[src/rtl/medsort_pkg.sv]
// Shared types for the bit-serial median network.
// Assumes MSB-first operands; a pair's ordering is fixed by its first differing bit.
package medsort_pkg;

    // Ordering of an operand pair as far as the bits seen so far decide it
    typedef enum logic [1:0] {
        REL_TIE  = 2'd0,
        REL_A_HI = 2'd1,
        REL_B_HI = 2'd2
    } rel_e;

    // Fold one more bit pair into an ordering decision
    function automatic rel_e rel_step(rel_e prior, logic a, logic b);
        if (prior != REL_TIE) return prior;
        if (a == b) return REL_TIE;
        return a ? REL_A_HI : REL_B_HI;
    endfunction

endpackage

[src/rtl/bs_rel_track.sv]
// Pairwise ordering tracker for two MSB-first serial operands.
// Assumes start is high on the MSB cycle; the decision is cleared there and
// latched at the first differing bit. rel_now already includes the current bit.
module bs_rel_track
    import medsort_pkg::*;
(
    input  logic clk,
    input  logic rst_n,
    input  logic start,
    input  logic a,
    input  logic b,
    output rel_e rel_now
);
    rel_e rel_q;
    rel_e base;

    // Combine the held decision (or a fresh one at word start) with this bit
    always_comb begin
        base    = start ? REL_TIE : rel_q;
        rel_now = rel_step(base, a, b);
    end

    // Hold the decision for the rest of the word
    always_ff @(posedge clk) begin
        if (!rst_n) rel_q <= REL_TIE;
        else        rel_q <= rel_now;
    end

    // A decision taken on this bit must agree with the bits that made it
    AST_DECIDE_MATCHES_BITS: assert property (@(posedge clk) disable iff (!rst_n)
        (base == REL_TIE && rel_now == REL_A_HI) |-> (a && !b));

endmodule

[src/rtl/bs_sort2.sv]
// Bit-serial two-input compare-swap stage with one register of latency.
// Assumes MSB-first operands aligned with start_i; equal operands pass unchanged
// (a goes to hi while tied).
module bs_sort2
    import medsort_pkg::*;
(
    input  logic clk,
    input  logic rst_n,
    input  logic start_i,
    input  logic a,
    input  logic b,
    output logic hi_o,
    output logic lo_o,
    output logic start_o
);
    rel_e rel;
    logic a_up;
    logic tie_b;
    logic tie_q;

    bs_rel_track u_trk (
        .clk     (clk),
        .rst_n   (rst_n),
        .start   (start_i),
        .a       (a),
        .b       (b),
        .rel_now (rel)
    );

    // Route operands by the pair decision
    always_comb a_up = (rel != REL_B_HI);

    // Register the routed bits and the strobe
    always_ff @(posedge clk) begin
        if (!rst_n) begin
            hi_o    <= 1'b0;
            lo_o    <= 1'b0;
            start_o <= 1'b0;
        end else begin
            hi_o    <= a_up ? a : b;
            lo_o    <= a_up ? b : a;
            start_o <= start_i;
        end
    end

    // Output-side tie flag, kept apart from the routing logic
    always_comb tie_b = start_o ? 1'b1 : tie_q;

    // Track whether the output words have been equal so far
    always_ff @(posedge clk) begin
        if (!rst_n) tie_q <= 1'b1;
        else        tie_q <= tie_b && (hi_o == lo_o);
    end

    AST_PAIR_ORDER: assert property (@(posedge clk) disable iff (!rst_n)
        (tie_b && (hi_o != lo_o)) |-> hi_o);

endmodule

[src/rtl/bs_sort3.sv]
// Single-stage bit-serial three-input sorter with one register of latency.
// Keeps three pairwise decisions. Ties are broken by input index (a below b below c),
// which keeps the three ranks a permutation on every bit.
module bs_sort3
    import medsort_pkg::*;
(
    input  logic clk,
    input  logic rst_n,
    input  logic start_i,
    input  logic a,
    input  logic b,
    input  logic c,
    output logic min_o,
    output logic mid_o,
    output logic max_o,
    output logic start_o
);
    rel_e r_ab, r_ac, r_bc;
    logic a_gt_b, a_gt_c, b_gt_c;
    logic [1:0] rk_a, rk_b, rk_c;
    logic min_d, mid_d, max_d;

    bs_rel_track u_ab (.clk(clk), .rst_n(rst_n), .start(start_i), .a(a), .b(b), .rel_now(r_ab));
    bs_rel_track u_ac (.clk(clk), .rst_n(rst_n), .start(start_i), .a(a), .b(c), .rel_now(r_ac));
    bs_rel_track u_bc (.clk(clk), .rst_n(rst_n), .start(start_i), .a(b), .b(c), .rel_now(r_bc));

    // Rank each operand by the number of operands it stands above
    always_comb begin
        a_gt_b = (r_ab == REL_A_HI);
        a_gt_c = (r_ac == REL_A_HI);
        b_gt_c = (r_bc == REL_A_HI);
        rk_a   = {1'b0, a_gt_b}  + {1'b0, a_gt_c};
        rk_b   = {1'b0, !a_gt_b} + {1'b0, b_gt_c};
        rk_c   = {1'b0, !a_gt_c} + {1'b0, !b_gt_c};
    end

    // Steer each operand to the output that matches its rank
    always_comb begin
        min_d = c;
        mid_d = c;
        max_d = c;
        if (rk_a == 2'd0) min_d = a; else if (rk_b == 2'd0) min_d = b;
        if (rk_a == 2'd1) mid_d = a; else if (rk_b == 2'd1) mid_d = b;
        if (rk_a == 2'd2) max_d = a; else if (rk_b == 2'd2) max_d = b;
    end

    // Register the sorted bits and the strobe
    always_ff @(posedge clk) begin
        if (!rst_n) begin
            min_o   <= 1'b0;
            mid_o   <= 1'b0;
            max_o   <= 1'b0;
            start_o <= 1'b0;
        end else begin
            min_o   <= min_d;
            mid_o   <= mid_d;
            max_o   <= max_d;
            start_o <= start_i;
        end
    end

    // The three pairwise decisions must never form a cycle
    AST_RANK_PERM: assert property (@(posedge clk) disable iff (!rst_n)
        $onehot({rk_a == 2'd0, rk_b == 2'd0, rk_c == 2'd0}) &&
        $onehot({rk_a == 2'd2, rk_b == 2'd2, rk_c == 2'd2}));

endmodule

[src/rtl/bs_sort3_chain.sv]
// Three-input sorter built from three bit-serial compare-swap stages (3 cycles).
// Side operands are delayed so that all operands of a stage stay bit-aligned.
module bs_sort3_chain (
    input  logic clk,
    input  logic rst_n,
    input  logic start_i,
    input  logic a,
    input  logic b,
    input  logic c,
    output logic min_o,
    output logic mid_o,
    output logic max_o,
    output logic start_o
);
    logic hi1, lo1, st1;
    logic hi2, lo2, st2;
    logic c_d, lo1_d, hi2_d;

    bs_sort2 u_s1 (.clk(clk), .rst_n(rst_n), .start_i(start_i), .a(a),     .b(b),   .hi_o(hi1),   .lo_o(lo1),   .start_o(st1));
    bs_sort2 u_s2 (.clk(clk), .rst_n(rst_n), .start_i(st1),     .a(hi1),   .b(c_d), .hi_o(hi2),   .lo_o(lo2),   .start_o(st2));
    bs_sort2 u_s3 (.clk(clk), .rst_n(rst_n), .start_i(st2),     .a(lo1_d), .b(lo2), .hi_o(mid_o), .lo_o(min_o), .start_o(start_o));

    // Alignment registers for the operands that skip a stage
    always_ff @(posedge clk) begin
        if (!rst_n) begin
            c_d   <= 1'b0;
            lo1_d <= 1'b0;
            hi2_d <= 1'b0;
        end else begin
            c_d   <= c;
            lo1_d <= lo1;
            hi2_d <= hi2;
        end
    end

    assign max_o = hi2_d;

endmodule

[src/rtl/bs_order3_chk.sv]
// Checker: the three outputs of a network node must form a sorted triple,
// judged from the serial output words alone.
module bs_order3_chk (
    input  logic clk,
    input  logic rst_n,
    input  logic st,
    input  logic lo,
    input  logic md,
    input  logic hi
);
    logic tie_lm_q, tie_mh_q;
    logic tie_lm_b, tie_mh_b;

    // Equality-so-far for the low/mid and mid/high output pairs
    always_comb begin
        tie_lm_b = st ? 1'b1 : tie_lm_q;
        tie_mh_b = st ? 1'b1 : tie_mh_q;
    end

    // Track the two tie flags across the word
    always_ff @(posedge clk) begin
        if (!rst_n) begin
            tie_lm_q <= 1'b1;
            tie_mh_q <= 1'b1;
        end else begin
            tie_lm_q <= tie_lm_b && (lo == md);
            tie_mh_q <= tie_mh_b && (md == hi);
        end
    end

    AST_ORDER_LOW_MID: assert property (@(posedge clk) disable iff (!rst_n)
        (tie_lm_b && (lo != md)) |-> md);
    AST_ORDER_MID_HIGH: assert property (@(posedge clk) disable iff (!rst_n)
        (tie_mh_b && (md != hi)) |-> hi);

endmodule

[src/rtl/serial_median9.sv]
// Bit-serial 3x3 median: row sorts, then max/median/min of the columns of
// row results, then the median of those three. Assumes MSB-first 8-bit
// words with one strobe per window. USE_SORT3 picks one-stage three-input
// sorters (LAT 3) or compare-swap chains (LAT 9).
module serial_median9 #(
    parameter int W         = 8,
    parameter bit USE_SORT3 = 1'b1
) (
    input  logic       clk,
    input  logic       rst_n,
    input  logic       win_start,
    input  logic [8:0] win_bits,
    output logic       med_bit,
    output logic       med_start
);
    localparam int NODES    = 7;
    localparam int NODE_LAT = USE_SORT3 ? 1 : 3;
    localparam int MED_LAT  = 3 * NODE_LAT;
    localparam int CW       = $clog2(W);
    localparam logic [CW-1:0] SPAN = CW'(W - 1);

    logic [2:0] n_in  [NODES];
    logic       n_sti [NODES];
    logic       n_lo  [NODES];
    logic       n_md  [NODES];
    logic       n_hi  [NODES];
    logic       n_sto [NODES];

    // Node wiring: 0-2 rows, 3 column minima, 4 column middles, 5 column maxima, 6 final
    assign n_in[0]  = win_bits[2:0];
    assign n_in[1]  = win_bits[5:3];
    assign n_in[2]  = win_bits[8:6];
    assign n_in[3]  = {n_lo[2], n_lo[1], n_lo[0]};
    assign n_in[4]  = {n_md[2], n_md[1], n_md[0]};
    assign n_in[5]  = {n_hi[2], n_hi[1], n_hi[0]};
    assign n_in[6]  = {n_lo[5], n_md[4], n_hi[3]};
    assign n_sti[0] = win_start;
    assign n_sti[1] = win_start;
    assign n_sti[2] = win_start;
    assign n_sti[3] = n_sto[0];
    assign n_sti[4] = n_sto[0];
    assign n_sti[5] = n_sto[0];
    assign n_sti[6] = n_sto[3];

    for (genvar k = 0; k < NODES; k++) begin : g_node
        if (USE_SORT3) begin : g_s3
            bs_sort3 u_n (
                .clk(clk), .rst_n(rst_n), .start_i(n_sti[k]),
                .a(n_in[k][0]), .b(n_in[k][1]), .c(n_in[k][2]),
                .min_o(n_lo[k]), .mid_o(n_md[k]), .max_o(n_hi[k]), .start_o(n_sto[k])
            );
        end else begin : g_cs
            bs_sort3_chain u_n (
                .clk(clk), .rst_n(rst_n), .start_i(n_sti[k]),
                .a(n_in[k][0]), .b(n_in[k][1]), .c(n_in[k][2]),
                .min_o(n_lo[k]), .mid_o(n_md[k]), .max_o(n_hi[k]), .start_o(n_sto[k])
            );
        end
        bs_order3_chk u_chk (
            .clk(clk), .rst_n(rst_n), .st(n_sto[k]),
            .lo(n_lo[k]), .md(n_md[k]), .hi(n_hi[k])
        );
    end

    assign med_bit   = n_md[6];
    assign med_start = n_sto[6];

    // Checker state: strobe delay line and cycles since the last strobe
    logic [MED_LAT-1:0] ws_dly;
    logic [CW-1:0]      since_q;

    // Delay the input strobe by the expected network latency
    always_ff @(posedge clk) begin
        if (!rst_n) ws_dly <= '0;
        else        ws_dly <= {ws_dly[MED_LAT-2:0], win_start};
    end

    // Count cycles since the last strobe, saturating at one word
    always_ff @(posedge clk) begin
        if (!rst_n)               since_q <= SPAN;
        else if (win_start)       since_q <= '0;
        else if (since_q != SPAN) since_q <= since_q + 1'b1;
    end

    AST_STROBE_SPACING: assert property (@(posedge clk) disable iff (!rst_n)
        win_start |-> (since_q == SPAN));
    AST_STROBE_LATENCY: assert property (@(posedge clk) disable iff (!rst_n)
        med_start == ws_dly[MED_LAT-1]);
    AST_STAGE_ALIGN: assert property (@(posedge clk) disable iff (!rst_n)
        (n_sto[0] == n_sto[1]) && (n_sto[1] == n_sto[2]) &&
        (n_sto[3] == n_sto[4]) && (n_sto[4] == n_sto[5]));
    AST_RESET_CLEARS: assert property (@(posedge clk)
        !rst_n |=> (!med_start && !med_bit));

endmodule

[config.mk]
export PLATFORM = sky130hd
export DESIGN_NAME = serial_median9
export DESIGN_NICKNAME = d
export VERILOG_FILES = /design/src/rtl/medsort_pkg.sv /design/src/rtl/bs_rel_track.sv /design/src/rtl/bs_sort2.sv /design/src/rtl/bs_sort3.sv /design/src/rtl/bs_sort3_chain.sv /design/src/rtl/bs_order3_chk.sv /design/src/rtl/serial_median9.sv
export SDC_FILE = /design/constraint.sdc
export NUM_CORES = 1
export LEC_CHECK = 0
export ABC_CLOCK_PERIOD_IN_PS = 1930
export BUFFER_PORTS_ARGS = -buffer_cell sky130_fd_sc_hd__buf_2
export CAP_MARGIN = 10
export CORE_MARGIN = 1
export CORE_UTILIZATION = 46
export DETAILED_ROUTE_END_ITERATION = 10
export HOLD_SLACK_MARGIN = 0.03
export PLACE_DENSITY_LB_ADDON = 0.25
export SLEW_MARGIN = 20
export SYNTH_ARGS = -nofsm -noshare
export SYNTH_HDL_FRONTEND = slang
export SYNTH_HIERARCHICAL = 1
export SYNTH_SLANG_ARGS = --single-unit
[constraint.sdc]
create_clock -name clk -period 1.93 [get_ports clk]
set_input_delay 0.2895 -clock clk [delete_from_list [all_inputs] [get_ports clk]]
set_output_delay 0.2895 -clock clk [all_outputs]
set_load 0.1 [all_outputs]
Word-level counts from Yosys, hierarchy flattened --
Index checks and enable logic that the tools add are counted. Widths: inputs -> output; s select.
Word-level totals: logic and storage cells 355, output and inout bits 2, input port bits 12, register bits after elaboration 58
Cells by class: add/subtract/negate cells 14, reduce and logical (&&, ||, !) cells 36, equal/unequal tests 60, multiplexer cells 208
Operators by type and width (number):
- $mux 2 | 119
- $mux 1 | 89
- $eq 2x1->1 const B | 31
- $reduce_bool 2->1 | 21
- $add 1x1->2 | 14
- $eq 1x1->1 | 21
- $eq 2x2->1 const B | 8
- $logic_not 2->1 | 8
- $logic_not 1->1 | 7

Longest topological paths before layout --
word-level depth 12, depth in mapped cells 7, mapped depth without buffers 6

Modules after synthesis --
Netlist, hierarchy kept.
By module, submodules not included:
- bs_rel_track | seq. area each 40.0 µm², instances 21, area an instance 85.1 µm², cells each 9
- bs_sort3 | seq. area each 80.1 µm², instances 7, area an instance 245.2 µm², cells each 28

Least setup slack after synthesis --
OpenSTA, ideal clock, no wires.
kind register to register, from register g_node[0].g_s3.u_n.start_o, to register g_node[3].g_s3.u_n/mid_o (netlist name), setup slack 0.212 ns, clock period less this slack 1.718 ns, data required time 1.801 ns, cell stages (with the launch flop) 8, path buffers 1, library setup time 0.129 ns, data arrival time 1.589 ns, cells stage by stage dfxtp_1 -> nor2b_1 -> a31o_1 -> nand2b_1 -> buf_6 -> or2_4 -> nor3b_2 -> a2111oi_2
RTL lines:
- from (decl) | RTL line bs_sort3.sv:16 | output logic start_o
- from (signal assigned) | RTL line bs_sort3.sv:58 | start_o <= start_i;

Worst setup path in the final report --
from register g_node[3].g_s3.u_n.start_o, to register g_node[6].g_s3.u_n.mid_o
Between the ends: cells in the longest elaborated chain, start to end 11, elaborated cells between the ends (all ways) 31, classes of those cells add/sub (2); eq/ne (5); mux (20); reduce/logical (4)
RTL lines:
- from (decl) | RTL line bs_sort3.sv:16
- from (signal assigned) | RTL line bs_sort3.sv:58
- $mux 2 * | RTL line bs_rel_track.sv:19 | base = start ? REL_TIE : rel_q;
- $mux 2 | RTL line medsort_pkg.sv:14 | if (prior != REL_TIE) return prior;
- $mux 2 | RTL line medsort_pkg.sv:15 | if (a == b) return REL_TIE;
- $mux 2 | RTL line medsort_pkg.sv:16 | return a ? REL_A_HI : REL_B_HI;
- $mux 2 * | RTL line medsort_pkg.sv:15
- via g_node[6].g_s3.u_n.r_ab[1] | RTL line bs_sort3.sv:18 | rel_e r_ab, r_ac, r_bc;
- $eq 2x1->1 * | RTL line bs_sort3.sv:29 | a_gt_b = (r_ab == REL_A_HI);
- $logic_not 1->1 | RTL line bs_sort3.sv:33 | rk_b = {1'b0, !a_gt_b} + {1'b0, b_gt_c};
- $add 1x1->2 | RTL line bs_sort3.sv:33
- $eq 2x1->1 | RTL line bs_sort3.sv:43 | if (rk_a == 2'd1) mid_d = a; else if (rk_b == 2'd1) mid_d = b;
- $mux 1 | RTL line bs_sort3.sv:43
- $mux 1 * | RTL line bs_sort3.sv:43
- to (signal assigned) | RTL line bs_sort3.sv:56 | mid_o <= mid_d;
- to (decl) | RTL line bs_sort3.sv:14 | output logic mid_o,
The timed path passes the listed nets; every way through them passes the cells marked *. The select of a mux whose other input is x is not followed. A chain may end at the register's enable or synchronous reset.

==> impl_metrics.env <==
export IMPL_total_power_w=0.003331
export IMPL_grt_max_degree=33
export IMPL_io_pins=14
export IMPL_setup_viol=0
export IMPL_cts_tree="done"
export IMPL_antenna_found_initial=0
export IMPL_cts_hold_buf=0
export IMPL_r2r_setup_slack_ns=0.26
export IMPL_core_area_um2=6061
export IMPL_dp_hpwl_mm=3.598
export IMPL_grt_pass1_wl_mm=8.880
export IMPL_num_rows=28
export IMPL_wl_per_cell_um=11.55
export IMPL_post_route_min_period_ns=1.669
export IMPL_drt_iter0_markers=60
export IMPL_die_w_um=82.38
export IMPL_antennaDiodeCount=0
export IMPL_finalSetupTns_ns=0
export IMPL_area_growth_pct=11.33
export IMPL_die_y_um=82.38
export IMPL_whs_path_depth=3
export IMPL_wl_met2_mm=2.254
export IMPL_post_cts_buffers=0
export IMPL_grt_pass1_vias=2078
export IMPL_worstPathArrival_ns=1.88
export IMPL_hp_class="input pin to register"
export IMPL_final_setup_skew_ns=0.004677
export IMPL_grt_usage_pct=17.38
export IMPL_detail_route_first_pass_iterations=4
export IMPL_criticalPathCategory="register to register"
export IMPL_antenna_left=0
export IMPL_fin_crit_sh_pct=86.46
export IMPL_cp_start_kind="register"
export IMPL_worst_pin_slew_ns=0.4817
export IMPL_numPortBuffers=13
export IMPL_cts_path_max_buffers=2
export IMPL_cts_sinks=58
export IMPL_p_per_area_nw_per_um2=1007
export IMPL_vdd_drop_max_mv=0.9141
export IMPL_drcViolationCount=0
export IMPL_cts_root_buf="clkbuf_8"
export IMPL_outcome="finished, final reports clean"
export IMPL_dr_wl_met3_um=172
export IMPL_vias_per_cell=5.155
export IMPL_clk_pin_slew_ns=0.06
export IMPL_wl_mm=4.919
export IMPL_rsz0062_at_grt="no"
export IMPL_met1_length_mm=2.420
export IMPL_dieArea_um2=6786
export IMPL_cp_max_fo=7
export IMPL_synth_warnings=6
export IMPL_highest_layer="met4"
export IMPL_initial_core_util_pct=49.03
export IMPL_syn_nets=341
export IMPL_holdWs_ns=0.3156
export IMPL_end_kind="register"
export IMPL_htree_levels=3
export IMPL_synthCells=329
export IMPL_grt_overflow=0
export IMPL_vias=2196
export IMPL_layout_nets=358
export IMPL_drive_gt1_share_pct=18.52
export IMPL_finalHoldViolCount=0
export IMPL_cts_resized=0
export IMPL_clock_latency_ns=0.33
export IMPL_rr_worst_depth=6
export IMPL_p_leak_nw=1.325
export IMPL_netlist_area_um2=2972
export IMPL_clock_fmax_ghz=0.5993
export IMPL_place_congestion=0.8059
export IMPL_relSlewSlack_pct=68.11
export IMPL_max_cap_violations=0
export IMPL_cts_made_buffers=9
export IMPL_syn_area_per_cell_um2=9.032
export IMPL_drv_slew=0
export IMPL_cp_required_ns=2.14
-- worst paths after layout --
check,startpoint,end
setup / recovery,g_node[3].g_s3.u_n/start_o$_SDFF_PN0_,g_node[6].g_s3.u_n/mid_o$_SDFF_PN0_
setup reg to reg,g_node[3].g_s3.u_n/start_o$_SDFF_PN0_,g_node[6].g_s3.u_n/mid_o$_SDFF_PN0_
hold / removal,win_bits[6],g_node[2].g_s3.u_n/max_o$_SDFF_PN0_
hold reg to reg,g_node[5].g_s3.u_n/min_o$_SDFF_PN0_,g_node[6].g_s3.u_n/mid_o$_SDFF_PN0_
-- per-stage QoR --
| stage | area, um2 | setup WS [ns] | util (%) | instances |
|---|---|---|---|---|
| final | 3308 | 0.2613 | 54.58 | 426 |
| after global routing | 3308 | 0.07881 | 54.58 | 426 |
| after CTS | 3307 | 0.1544 | 54.56 | 426 |
| after detailed placement | 3069 | 0.05402 | 50.64 | 410 |
| after global placement | 3069 | 0.1097 | 50.64 | 410 |
| after floorplan | 2972 | 0.2582 | - | 329 |
-- layout by cell type, fill, tap and decap left out, drive strengths merged --
cell	n
nor2	5
nor3b	5
dfxtp	58
nand2b	35
inv	28
a21oi	12
o21ai	17
xnor2	5
and2	45
clkinvlp	1
bufinv	2
o31ai	30
a31o	21
clkbuf	12
nand3	5
a2111oi	5
nor2b	28
a31oi	4
nand2	6
clkinv	1
buf	20
or2	6
-- power breakdown --
part	leakage, nW	internal, W	switching [W]
clock	0.119	0.000830	0.000451
combinational	0.728	0.000298	0.000374
sequential	0.479	0.00132	0.0000619
-- area by class of cell --
type | count | area, um2
Clock buffer | 12 | 165.2
Clock inverter | 4 | 72.57
Fill cell | 571 | 2753
Inverter | 28 | 105.1
Multi-Input combinational cell | 229 | 1592
Sequential cell | 58 | 1162
Tap cell | 75 | 93.84
Timing Repair Buffer | 20 | 117.6
-- registers in the layout (all words and copies together), names as in the netlist --
name / flops
g_node.g_s3.u_n/u_ab/rel_q: 14
g_node.g_s3.u_n/u_ac/rel_q: 14
g_node.g_s3.u_n/u_bc/rel_q: 14
g_node.g_s3.u_n/mid_o: 5
g_node.g_s3.u_n/max_o: 4
g_node.g_s3.u_n/min_o: 4
g_node.g_s3.u_n/start_o: 3
-- worst max-delay path: stages (launching register included) --
cell and delay [ns]:
dfxtp_1 0.37, nand2b_1 0.18, a31o_1 0.23, nand2b_1 0.21, or2_4 0.30, nor3b_2 0.19
a2111oi_2 0.07
-- layer usage --
layer  vias up  track usage, %
met5         -               0
met1      1001           20.77
met4         0           5.965
met3         6           7.033
met2        30           28.10
li1       1159               -
Note: power is estimated with default switching activity, not from simulation.
